$ cat config.mk
export PLATFORM = sky130hd
export DESIGN_NAME = eth_da_filter
export DESIGN_NICKNAME = d
export VERILOG_FILES = /design/src/rtl/eth_da_pkg.sv /design/src/rtl/eth_da_regs.sv /design/src/rtl/eth_da_collect.sv /design/src/rtl/eth_da_match.sv /design/src/rtl/eth_da_filter.sv
export SDC_FILE = /design/constraint.sdc
export NUM_CORES = 1
export LEC_CHECK = 0
export BUFFER_PORTS_ARGS = -buffer_cell sky130_fd_sc_hd__buf_2
export CORE_UTILIZATION = 48
export DETAILED_ROUTE_END_ITERATION = 10
export SLEW_MARGIN = 0
export SYNTH_ARGS = -nofsm -noshare
export SYNTH_HDL_FRONTEND = slang
export SYNTH_HIERARCHICAL = 1
export SYNTH_SLANG_ARGS = --single-unit
export TNS_END_PERCENT = 100
$ cat constraint.sdc
create_clock -name clk -period 5.2 [get_ports clk]
set_input_delay 0.78 -clock clk [delete_from_list [all_inputs] [get_ports clk]]
set_output_delay 0.78 -clock clk [all_outputs]
set_load 0.02 [all_outputs]
$ cat src/rtl/eth_da_pkg.sv
package eth_da_pkg;
  localparam int DA_BYTES = 6;
  localparam int DA_BITS  = DA_BYTES * 8;

  typedef logic [DA_BITS-1:0] mac_t;

  // bit 0: copy-all, bit 1: no-broadcast, bit 2: receive-while-transmit
  typedef struct packed {
    logic rx_in_tx;
    logic no_bcast;
    logic copy_all;
  } cfg_t;

  localparam int CFG_W = $bits(cfg_t);
endpackage

$ cat src/rtl/eth_da_regs.sv
module eth_da_regs
  import eth_da_pkg::*;
#(
  parameter int NUM_SLOTS = 4,
  parameter int AW        = 4,
  parameter int DW        = 32
) (
  input  logic                         clk,
  input  logic                         rst,
  input  logic                         we,
  input  logic [AW-1:0]                addr,
  input  logic [DW-1:0]                wdata,
  output logic [NUM_SLOTS-1:0][DA_BITS-1:0] slot_mac,
  output logic [NUM_SLOTS-1:0]         slot_act,
  output cfg_t                         cfg
);
  localparam int LO_W     = 32;
  localparam int HI_W     = DA_BITS - LO_W;
  localparam int CFG_ADDR = 2 * NUM_SLOTS;

  for (genvar g = 0; g < NUM_SLOTS; g++) begin : g_slot
    localparam logic [AW-1:0] LO_ADDR = AW'(2 * g);
    localparam logic [AW-1:0] HI_ADDR = AW'(2 * g + 1);
    logic [LO_W-1:0] lo_q;
    logic [HI_W-1:0] hi_q;
    logic            act_q;

    always_ff @(posedge clk) begin
      if (rst) begin
        lo_q  <= '0;
        hi_q  <= '0;
        act_q <= 1'b0;
      end else if (we && addr == LO_ADDR) begin
        lo_q  <= wdata[LO_W-1:0];
        act_q <= 1'b0;
      end else if (we && addr == HI_ADDR) begin
        hi_q  <= wdata[HI_W-1:0];
        act_q <= 1'b1;
      end
    end

    assign slot_mac[g] = {hi_q, lo_q};
    assign slot_act[g] = act_q;


    slot_on_chk: assert property (@(posedge clk) disable iff (rst)
      (we && addr == HI_ADDR) |=> slot_act[g]);

    slot_off_chk: assert property (@(posedge clk) disable iff (rst)
      (we && addr == LO_ADDR) |=> !slot_act[g]);
  end

  always_ff @(posedge clk) begin
    if (rst) begin
      cfg <= '0;
    end else if (we && addr == AW'(CFG_ADDR)) begin
      cfg <= cfg_t'(wdata[CFG_W-1:0]);
    end
  end


  cfg_hold_chk: assert property (@(posedge clk) disable iff (rst)
    !(we && addr == AW'(CFG_ADDR)) |=> $stable(cfg));
endmodule

$ cat src/rtl/eth_da_collect.sv
module eth_da_collect
  import eth_da_pkg::*;
(
  input  logic       clk,
  input  logic       rst,
  input  logic       rx_valid,
  input  logic       rx_sof,
  input  logic       rx_eof,
  input  logic [7:0] rx_data,
  input  logic       tx_hd_busy,
  output logic       frame_start,
  output logic       da_done,
  output logic       short_end,
  output mac_t       da_word,
  output logic       tx_hit
);
  localparam int CW = $clog2(DA_BYTES + 1);
  localparam logic [CW-1:0] LAST = CW'(DA_BYTES - 1);

  logic          collecting;
  logic [CW-1:0] cnt;
  mac_t          da_q;
  logic          tx_seen;
  logic          take;
  logic [CW-1:0] idx;

  assign frame_start = rx_valid && rx_sof;
  assign take        = rx_valid && (rx_sof || collecting);
  assign idx         = frame_start ? '0 : cnt;
  assign da_done     = take && (idx == LAST);
  assign short_end   = take && rx_eof && (idx != LAST);
  assign tx_hit      = take && ((frame_start ? 1'b0 : tx_seen) || tx_hd_busy);

  always_comb begin
    da_word = frame_start ? '0 : da_q;
    if (take) begin
      da_word[8*idx +: 8] = rx_data;
    end
  end

  always_ff @(posedge clk) begin
    if (rst) begin
      collecting <= 1'b0;
      cnt        <= '0;
      da_q       <= '0;
      tx_seen    <= 1'b0;
    end else if (take) begin
      da_q    <= da_word;
      tx_seen <= tx_hit;
      cnt     <= idx + 1'b1;
      if (da_done || short_end) begin
        collecting <= 1'b0;
      end else begin
        collecting <= 1'b1;
      end
    end
  end


  cnt_range_chk: assert property (@(posedge clk) disable iff (rst)
    collecting |-> (cnt < CW'(DA_BYTES)));

  stop_after_da_chk: assert property (@(posedge clk) disable iff (rst)
    da_done |=> !collecting);
endmodule

$ cat src/rtl/eth_da_match.sv
module eth_da_match
  import eth_da_pkg::*;
#(
  parameter int NUM_SLOTS = 4
) (
  input  mac_t                              da,
  input  logic [NUM_SLOTS-1:0][DA_BITS-1:0] slot_mac,
  input  logic [NUM_SLOTS-1:0]              slot_act,
  input  cfg_t                              cfg,
  input  logic                              tx_hit,
  output logic                              accept
);
  logic [NUM_SLOTS-1:0] hit;
  logic                 is_bcast;
  logic                 addr_ok;
  logic                 duplex_ok;

  for (genvar g = 0; g < NUM_SLOTS; g++) begin : g_cmp
    assign hit[g] = slot_act[g] && (slot_mac[g] == da);
  end

  assign is_bcast  = &da;
  assign addr_ok   = cfg.copy_all || (|hit) || (is_bcast && !cfg.no_bcast);
  assign duplex_ok = !tx_hit || cfg.rx_in_tx;
  assign accept    = addr_ok && duplex_ok;
endmodule

$ cat src/rtl/eth_da_filter.sv
module eth_da_filter
  import eth_da_pkg::*;
#(
  parameter int NUM_SLOTS = 4,
  parameter int AW        = 4,
  parameter int DW        = 32
) (
  input  logic          clk,
  input  logic          rst,
  input  logic          rx_valid,
  input  logic          rx_sof,
  input  logic          rx_eof,
  input  logic [7:0]    rx_data,
  input  logic          tx_hd_busy,
  input  logic          reg_we,
  input  logic [AW-1:0] reg_addr,
  input  logic [DW-1:0] reg_wdata,
  output logic          dec_valid,
  output logic          dec_accept
);
  logic [NUM_SLOTS-1:0][DA_BITS-1:0] slot_mac;
  logic [NUM_SLOTS-1:0]              slot_act;
  cfg_t cfg;
  logic frame_start, da_done, short_end, tx_hit, match_ok;
  mac_t da_word;

  eth_da_regs #(.NUM_SLOTS(NUM_SLOTS), .AW(AW), .DW(DW)) u_regs (
    .clk(clk), .rst(rst), .we(reg_we), .addr(reg_addr), .wdata(reg_wdata),
    .slot_mac(slot_mac), .slot_act(slot_act), .cfg(cfg)
  );

  eth_da_collect u_collect (
    .clk(clk), .rst(rst), .rx_valid(rx_valid), .rx_sof(rx_sof),
    .rx_eof(rx_eof), .rx_data(rx_data), .tx_hd_busy(tx_hd_busy),
    .frame_start(frame_start), .da_done(da_done), .short_end(short_end),
    .da_word(da_word), .tx_hit(tx_hit)
  );

  eth_da_match #(.NUM_SLOTS(NUM_SLOTS)) u_match (
    .da(da_word), .slot_mac(slot_mac), .slot_act(slot_act), .cfg(cfg),
    .tx_hit(tx_hit), .accept(match_ok)
  );

  always_ff @(posedge clk) begin
    if (rst) begin
      dec_valid  <= 1'b0;
      dec_accept <= 1'b0;
    end else begin
      dec_valid <= da_done || short_end;
      if (da_done) begin
        dec_accept <= match_ok;
      end else if (short_end || frame_start) begin
        dec_accept <= 1'b0;
      end
    end
  end


  short_reject_chk: assert property (@(posedge clk) disable iff (rst)
    short_end |=> (dec_valid && !dec_accept));

  hd_reject_chk: assert property (@(posedge clk) disable iff (rst)
    (da_done && tx_hit && !cfg.rx_in_tx) |=> (dec_valid && !dec_accept));

  hold_chk: assert property (@(posedge clk) disable iff (rst)
    !(da_done || short_end || frame_start) |=> $stable(dec_accept));

  pulse_src_chk: assert property (@(posedge clk) disable iff (rst)
    !(da_done || short_end) |=> !dec_valid);
endmodule

; ---- Yosys cells after proc, flatten, opt, wreduce, memory -nomap -nowiden
; Index checks and enable logic that the tools add are counted.
[totals]
output_inout_bits = 2
input_bits = 51
elab_cells = 93
reg_bits = 254
[classes]
bitwise_logic = 4
shifts = 2
n_eq_ne = 14
muxes = 8
n_reduce_logical = 42
add_sub_neg = 2
[op_table]
columns = cell, count
row1 = == test 48 bit, 4
row2 = 2-to-1 mux 48 bit, 2
row3 = bitwise mux 48 bit, 1
row4 = AND reduction 48 bit, 1
row5 = "variable shift 8 x 34 -> 48 bit, first input constant", 1
row6 = variable part select 8 x 34 -> 48 bit, 1
row7 = negator 6 -> 34 bit, 1
row8 = logical AND 1 bit, 21
row9 = "== test 4 x 3 -> 1 bit, second input constant", 4
row10 = "== test 4 x 2 -> 1 bit, second input constant", 2
row11 = AND reduction 2 bit, 4
row12 = OR reduction 2 bit, 4
row13 = logical OR 1 bit, 7
row14 = "== test 4 x 1 -> 1 bit, second input constant", 1
row15 = "== test 4 bit, second input constant", 1
row16 = zero test 4 bit, 1
row17 = 2-to-1 mux 1 bit, 4
row18 = inverter 1 bit, 4
row19 = OR reduction 4 bit, 1
row20 = "adder 3 x 1 -> 3 bit, second input constant", 1
row21 = "== test 3 bit, second input constant", 1
row22 = 2-to-1 mux 3 bit, 1
row23 = "inequality test 3 bit, second input constant", 1
row24 = zero test 1 bit, 2
row25 = nonzero test 2 bit, 1

; ---- Logic depth before layout (Yosys ltp)
[depth]
depth_word = 13
mapped_depth = 21
ltp_nobuf = 15

; ---- Hierarchy
; Netlist, hierarchy kept.
[by_module_without_submodules]
columns = module, cells_per_inst, area_each_um2, n_inst, seq_area_each_um2
row1 = eth_da_regs, 720, 7467.2, 1, 3983.8
row2 = eth_da_collect, 337, 3133.0, 1, 1061.0
row3 = eth_da_match, 331, 2511.2, 1, 0.0
row4 = eth_da_filter, 7, 66.3, 1, 40.0

; ---- Worst setup path after synthesis
; Ideal clock, no wire load.
[synth_path]
kind = in2reg
from = in rx_valid
to = reg dec_accept
path_buffers = 7
arrival_ns = 4.355
cell_stages = 21
path_slack_ns = 0.776
required_time_ns = 5.130
path_cell_list = buf_4 a21bo_2 buf_2 clkbuf_1 ha_1 ha_1 nor4bb_1 buf_2 o21a_1 buf_4 buf_4 mux2i_1 buf_2 xnor2_1 nand4_1 nor4_1 nand4_1 o31ai_1 o32a_1 nand2_1 a21oi_1
[synth_between]
elab_chain_cells = 13
[synth_rtl]
columns = item, line_no
row1 = "start, declared", eth_da_filter.sv:10  ; input logic rx_valid,
row2 = logical AND 1 bit, eth_da_collect.sv:27  ; assign frame_start = rx_valid && rx_sof;
row3 = 2-to-1 mux 3 bit, eth_da_collect.sv:29  ; assign idx = frame_start ? '0 : cnt;
row4 = negator 6 -> 34 bit, eth_da_collect.sv:37  ; da_word[8*idx +: 8] = rx_data;
row5 = variable part select 8 x 34 -> 48 bit or variable shift 8 x 34 -> 48 bit (tied branches), eth_da_collect.sv:37
row6 = bitwise mux 48 bit, eth_da_collect.sv:37
row7 = 2-to-1 mux 48 bit (*), eth_da_collect.sv:36  ; if (take) begin
row8 = named net da_word[0], eth_da_filter.sv:25  ; mac_t da_word;
row9 = == test 48 bit, eth_da_match.sv:19  ; assign hit[g] = slot_act[g] && (slot_mac[g] == da);
row10 = logical AND 1 bit, eth_da_match.sv:19
row11 = OR reduction 4 bit, eth_da_match.sv:23  ; assign addr_ok = cfg.copy_all || (|hit) || (is_bcast && !cfg.no_bcast);
row12 = logical OR 1 bit, eth_da_match.sv:23
row13 = logical OR 1 bit (*), eth_da_match.sv:23
row14 = logical AND 1 bit (*), eth_da_match.sv:25  ; assign accept = addr_ok && duplex_ok;
row15 = named net match_ok, eth_da_filter.sv:24  ; logic frame_start, da_done, short_end, tx_hit, match_ok;
row16 = 2-to-1 mux 1 bit (*), eth_da_filter.sv:50  ; if (da_done) begin
row17 = "end signal, assigned", eth_da_filter.sv:51  ; dec_accept <= match_ok;
row18 = "end, declared", eth_da_filter.sv:19  ; output logic dec_accept
; Mark *: on every way through the listed nets, which the timed path passes. The rest lies on a longest branch.
; A chain may end at the register's enable or synchronous reset.

; ---- Worst setup path in the final report
[layout_path]
from = reg u_collect.cnt[0]
to = reg dec_accept
[layout_between]
elab_chain_cells = 12
[layout_rtl]
columns = item, line_no
row1 = "start, declared", eth_da_collect.sv:21  ; logic [CW-1:0] cnt;
row2 = "start signal, assigned", eth_da_collect.sv:50  ; cnt <= idx + 1'b1;
row3 = 2-to-1 mux 3 bit (*), eth_da_collect.sv:29
row4 = negator 6 -> 34 bit (*), eth_da_collect.sv:37
row5 = variable part select 8 x 34 -> 48 bit or variable shift 8 x 34 -> 48 bit (tied branches), eth_da_collect.sv:37
row6 = bitwise mux 48 bit (*), eth_da_collect.sv:37
row7 = 2-to-1 mux 48 bit (*), eth_da_collect.sv:36
row8 = named net da_word[43], eth_da_filter.sv:25
row9 = == test 48 bit, eth_da_match.sv:19
row10 = logical AND 1 bit, eth_da_match.sv:19
row11 = OR reduction 4 bit, eth_da_match.sv:23
row12 = logical OR 1 bit, eth_da_match.sv:23
row13 = logical OR 1 bit (*), eth_da_match.sv:23
row14 = logical AND 1 bit (*), eth_da_match.sv:25
row15 = named net match_ok, eth_da_filter.sv:24
row16 = 2-to-1 mux 1 bit (*), eth_da_filter.sv:50
; Marked as above.

==> results.json <==
{
  "post_cts_resized": 0,
  "arrival_ns": 4.69,
  "ctsHoldBuffers": 0,
  "cts_root_buffer": "clkbuf_16",
  "overflow": 0,
  "synth-edff-count": 0,
  "dp_hpwl_mm": 30.69,
  "async_flop_share_pct": 0,
  "ioPinCount": 53,
  "synth_xor_area_share_pct": 12.55,
  "synth-simple-area-share_pct": 17.62,
  "num_rows": 60,
  "dieArea_um2": 28120,
  "rsz0062_at_grt": "no",
  "ys.flop_type": "dfxtp_1",
  "drv_cap": 0,
  "clock_path_buffers": 3,
  "fin_crit_ns": 4.216,
  "wl_per_cell_um": 24.82,
  "grt_pass1_wl_mm": 63.38,
  "clk_pin_slew_ns": 0.06,
  "worst_ep_required_time_ns": 5.67,
  "setup_violations": 0,
  "track_usage_pct": 30.07,
  "cts_tree": "yes",
  "period_share_pct": 81.07,
  "worstSkewPairLatency_ns": 0.54,
  "syn_inst": 1395,
  "synthMuxAreaShare_pct": 14.36,
  "avgViaCountPerCell": 5.964,
  "wl_mm": 42.64,
  "slew_headroom_pct": 19.69,
  "cts-htree-levels": 1,
  "ys_seq_area_share_pct": 38.59,
  "syn_area_per_cell_um2": 9.446,
  "place.gp.congestion": 0.9817,
  "clock.fmax_mhz": 237.2,
  "min_path_type": "register to register",
  "drive_gt1_share_pct": 13.23,
  "post_cts_buffers": 0,
  "io_buffers": 52,
  "syn_to_final_growth_pct": 7.311,
  "synth-seq-cells": 254,
  "drt_first_pass_iters": 6,
  "status": "complete, no violations",
  "ant_nets": 0,
  "layout_common_cells": "254 x dfxtp_1, 196 x nand2_1, 189 x mux2i_1",
  "finalMaxSlewViolations": 0,
  "die_h_um": 167.7,
  "worstSetupPathType": "register to register",
  "die_w_um": 167.7,
  "synthAdderAreaFrac_pct": 0.7596,
  "cts-buffers-inserted": 27,
  "drt_iter0_markers": 1013,
  "vdd_drop_max_mv": 0.2498,
  "start_kind": "register",
  "worst_slew_pin_slew_ns": 1.186,
  "synth_fp_nets": 1454,
  "skew_ns": 0.009344,
  "initial_core_util_pct": 48.90,
  "power_per_cell_area_nw_per_um2": 299.4,
  "drc": 0,
  "antenna_found_initial": 2,
  "finish.net_count": 1417,
  "grt_max_degree": 105,
  "synth_top_family_by_area": "simple AND/OR/NAND/NOR gates",
  "end_kind": "register",
  "hold_violations": 0,
  "syn_area_um2": 13180,
  "final_common_cell": "dfxtp_1",
  "core_um2": 26950,
  "crit_path_max_fanout": 8,
  "yosysWarnings": 6,
  "p_leak_nw": 6.600,
  "power_mw": 4.234,
  "cts_sinks": 254,
  "setup_tns_ns": 0,
  "vias": 10250,
  "synth-compound-area-share_pct": 9.229,
  "yosysUniqueCellTypes": 68,
  "grt_pass1_vias": 9845
}
## logic make-up after synthesis
| family | Yosys count |
|---|---|
| compound gates | 142 |
| xor+xnor | 188 |
| fa+ha+maj | 8 |
| buf+inv | 171 |
| flops | 254 |
| mux | 189 |
| simple gates | 443 |
## Yosys cell counts, types with 4 or more instances
cell	number	area, um^2
xor2_1	103	902.1
xnor2_1	84	735.7
mux2i_1	189	1892
inv_1	13	48.80
a31o_1	12	105.1
ha_1	8	100.1
nand2b_1	42	262.8
nand4_1	40	250.2
buf_6	13	146.4
nor2_1	8	30.03
nand2_2	4	25.02
buf_2	77	385.4
buf_4	19	142.6
o21ai_0	9	45.04
nand3b_1	9	67.56
a31o_2	20	175.2
buf_1	23	86.33
nor3_1	39	195.2
nand2_1	198	743.2
nand3_1	28	140.1
nor4_1	32	200.2
or3b_2	7	61.31
dfxtp_1	254	5085
a21oi_1	13	65.06
nor2b_1	9	56.30
o211ai_1	16	120.1
a22o_1	40	350.3
clkbuf_1	23	86.33
a2bb2o_1	7	70.07
## power breakdown
| group | internal [mW] | switching, mW |
|---|---|---|
| Sequential | 1.97 | 0.0216 |
| Clock | 1.08 | 0.786 |
| Combinational | 0.128 | 0.252 |
## cell type report
cell class              count  area (um^2)
clock inverters             4        45.04
inverters                  15        61.31
diodes                      1        2.502
repair buffers             90        545.5
fillers                  2528        12810
clock buffers              43        785.8
flip-flops and latches    254         5085
well taps                 341        426.7
multi-input cells         970         7189
## per-layer routing
metal / up-vias / global-route usage, % / share of wire (%)
met1: 5044 / 39.49 / 43
met5: - / 0 / 0.028
met2: 378 / 49.71 / 47
met3: 95 / 4.774 / 6.3
li1: 4727 / - / -
met4: 2 / 11.01 / 3.9
## flip-flops by register name, summed over array words and instances, names as in the netlist
signal                cells
u_collect/da_q           48
dec_accept                1
u_regs/g_slot.act_q       4
u_collect/cnt             3
dec_valid                 1
u_collect/tx_seen         1
u_regs/g_slot.hi_q       64
u_regs/g_slot.lo_q      128
u_collect/collecting      1
u_regs/cfg                3
## worst max-delay path, cell delays in order (launching register included)
cell and delay [ns]:
dfxtp_1 0.52, a21bo_2 0.28, ha_1 0.21, ha_1 0.31
buf_4 0.18, nand2b_1 0.31, o211ai_1 0.29, nand2_1 0.35
xor2_1 0.25, nor4_1 0.46, nand3_1 0.21, nor4_1 0.35
o32a_1 0.22, nand2_1 0.06, a21oi_1 0.15
## worst paths after layout
kind | start | end | slack, ns | cells after the start
max reg2reg | u_collect/cnt[0] | dec_accept | 0.98 | 14
max | u_collect/cnt[0] | dec_accept | 0.98 | 14
min reg2reg | u_collect/da_q[4] | u_collect/da_q[4] | 0.47 | 2
min | u_collect/da_q[4] | u_collect/da_q[4] | 0.47 | 2
## through the flow
| stage | hold slack [ns] | cell area (um^2) | utilization [%] | cells | setup slack (ns) |
|---|---|---|---|---|---|
| global placement | 0.4502 | 13310 | 49.38 | 1670 | 0.6885 |
| detailed placement | 0.4583 | 13310 | 49.38 | 1670 | 0.6360 |
| floorplan | 0.4336 | 13180 | - | 1395 | 0.7756 |
| CTS | 0.4723 | 14140 | 52.46 | 1717 | 1.115 |
| global route | 0.4856 | 14140 | 52.46 | 1717 | 0.7269 |
| finish | 0.4718 | 14140 | 52.47 | 1718 | 0.9844 |
(Power assumes the default switching activity.)
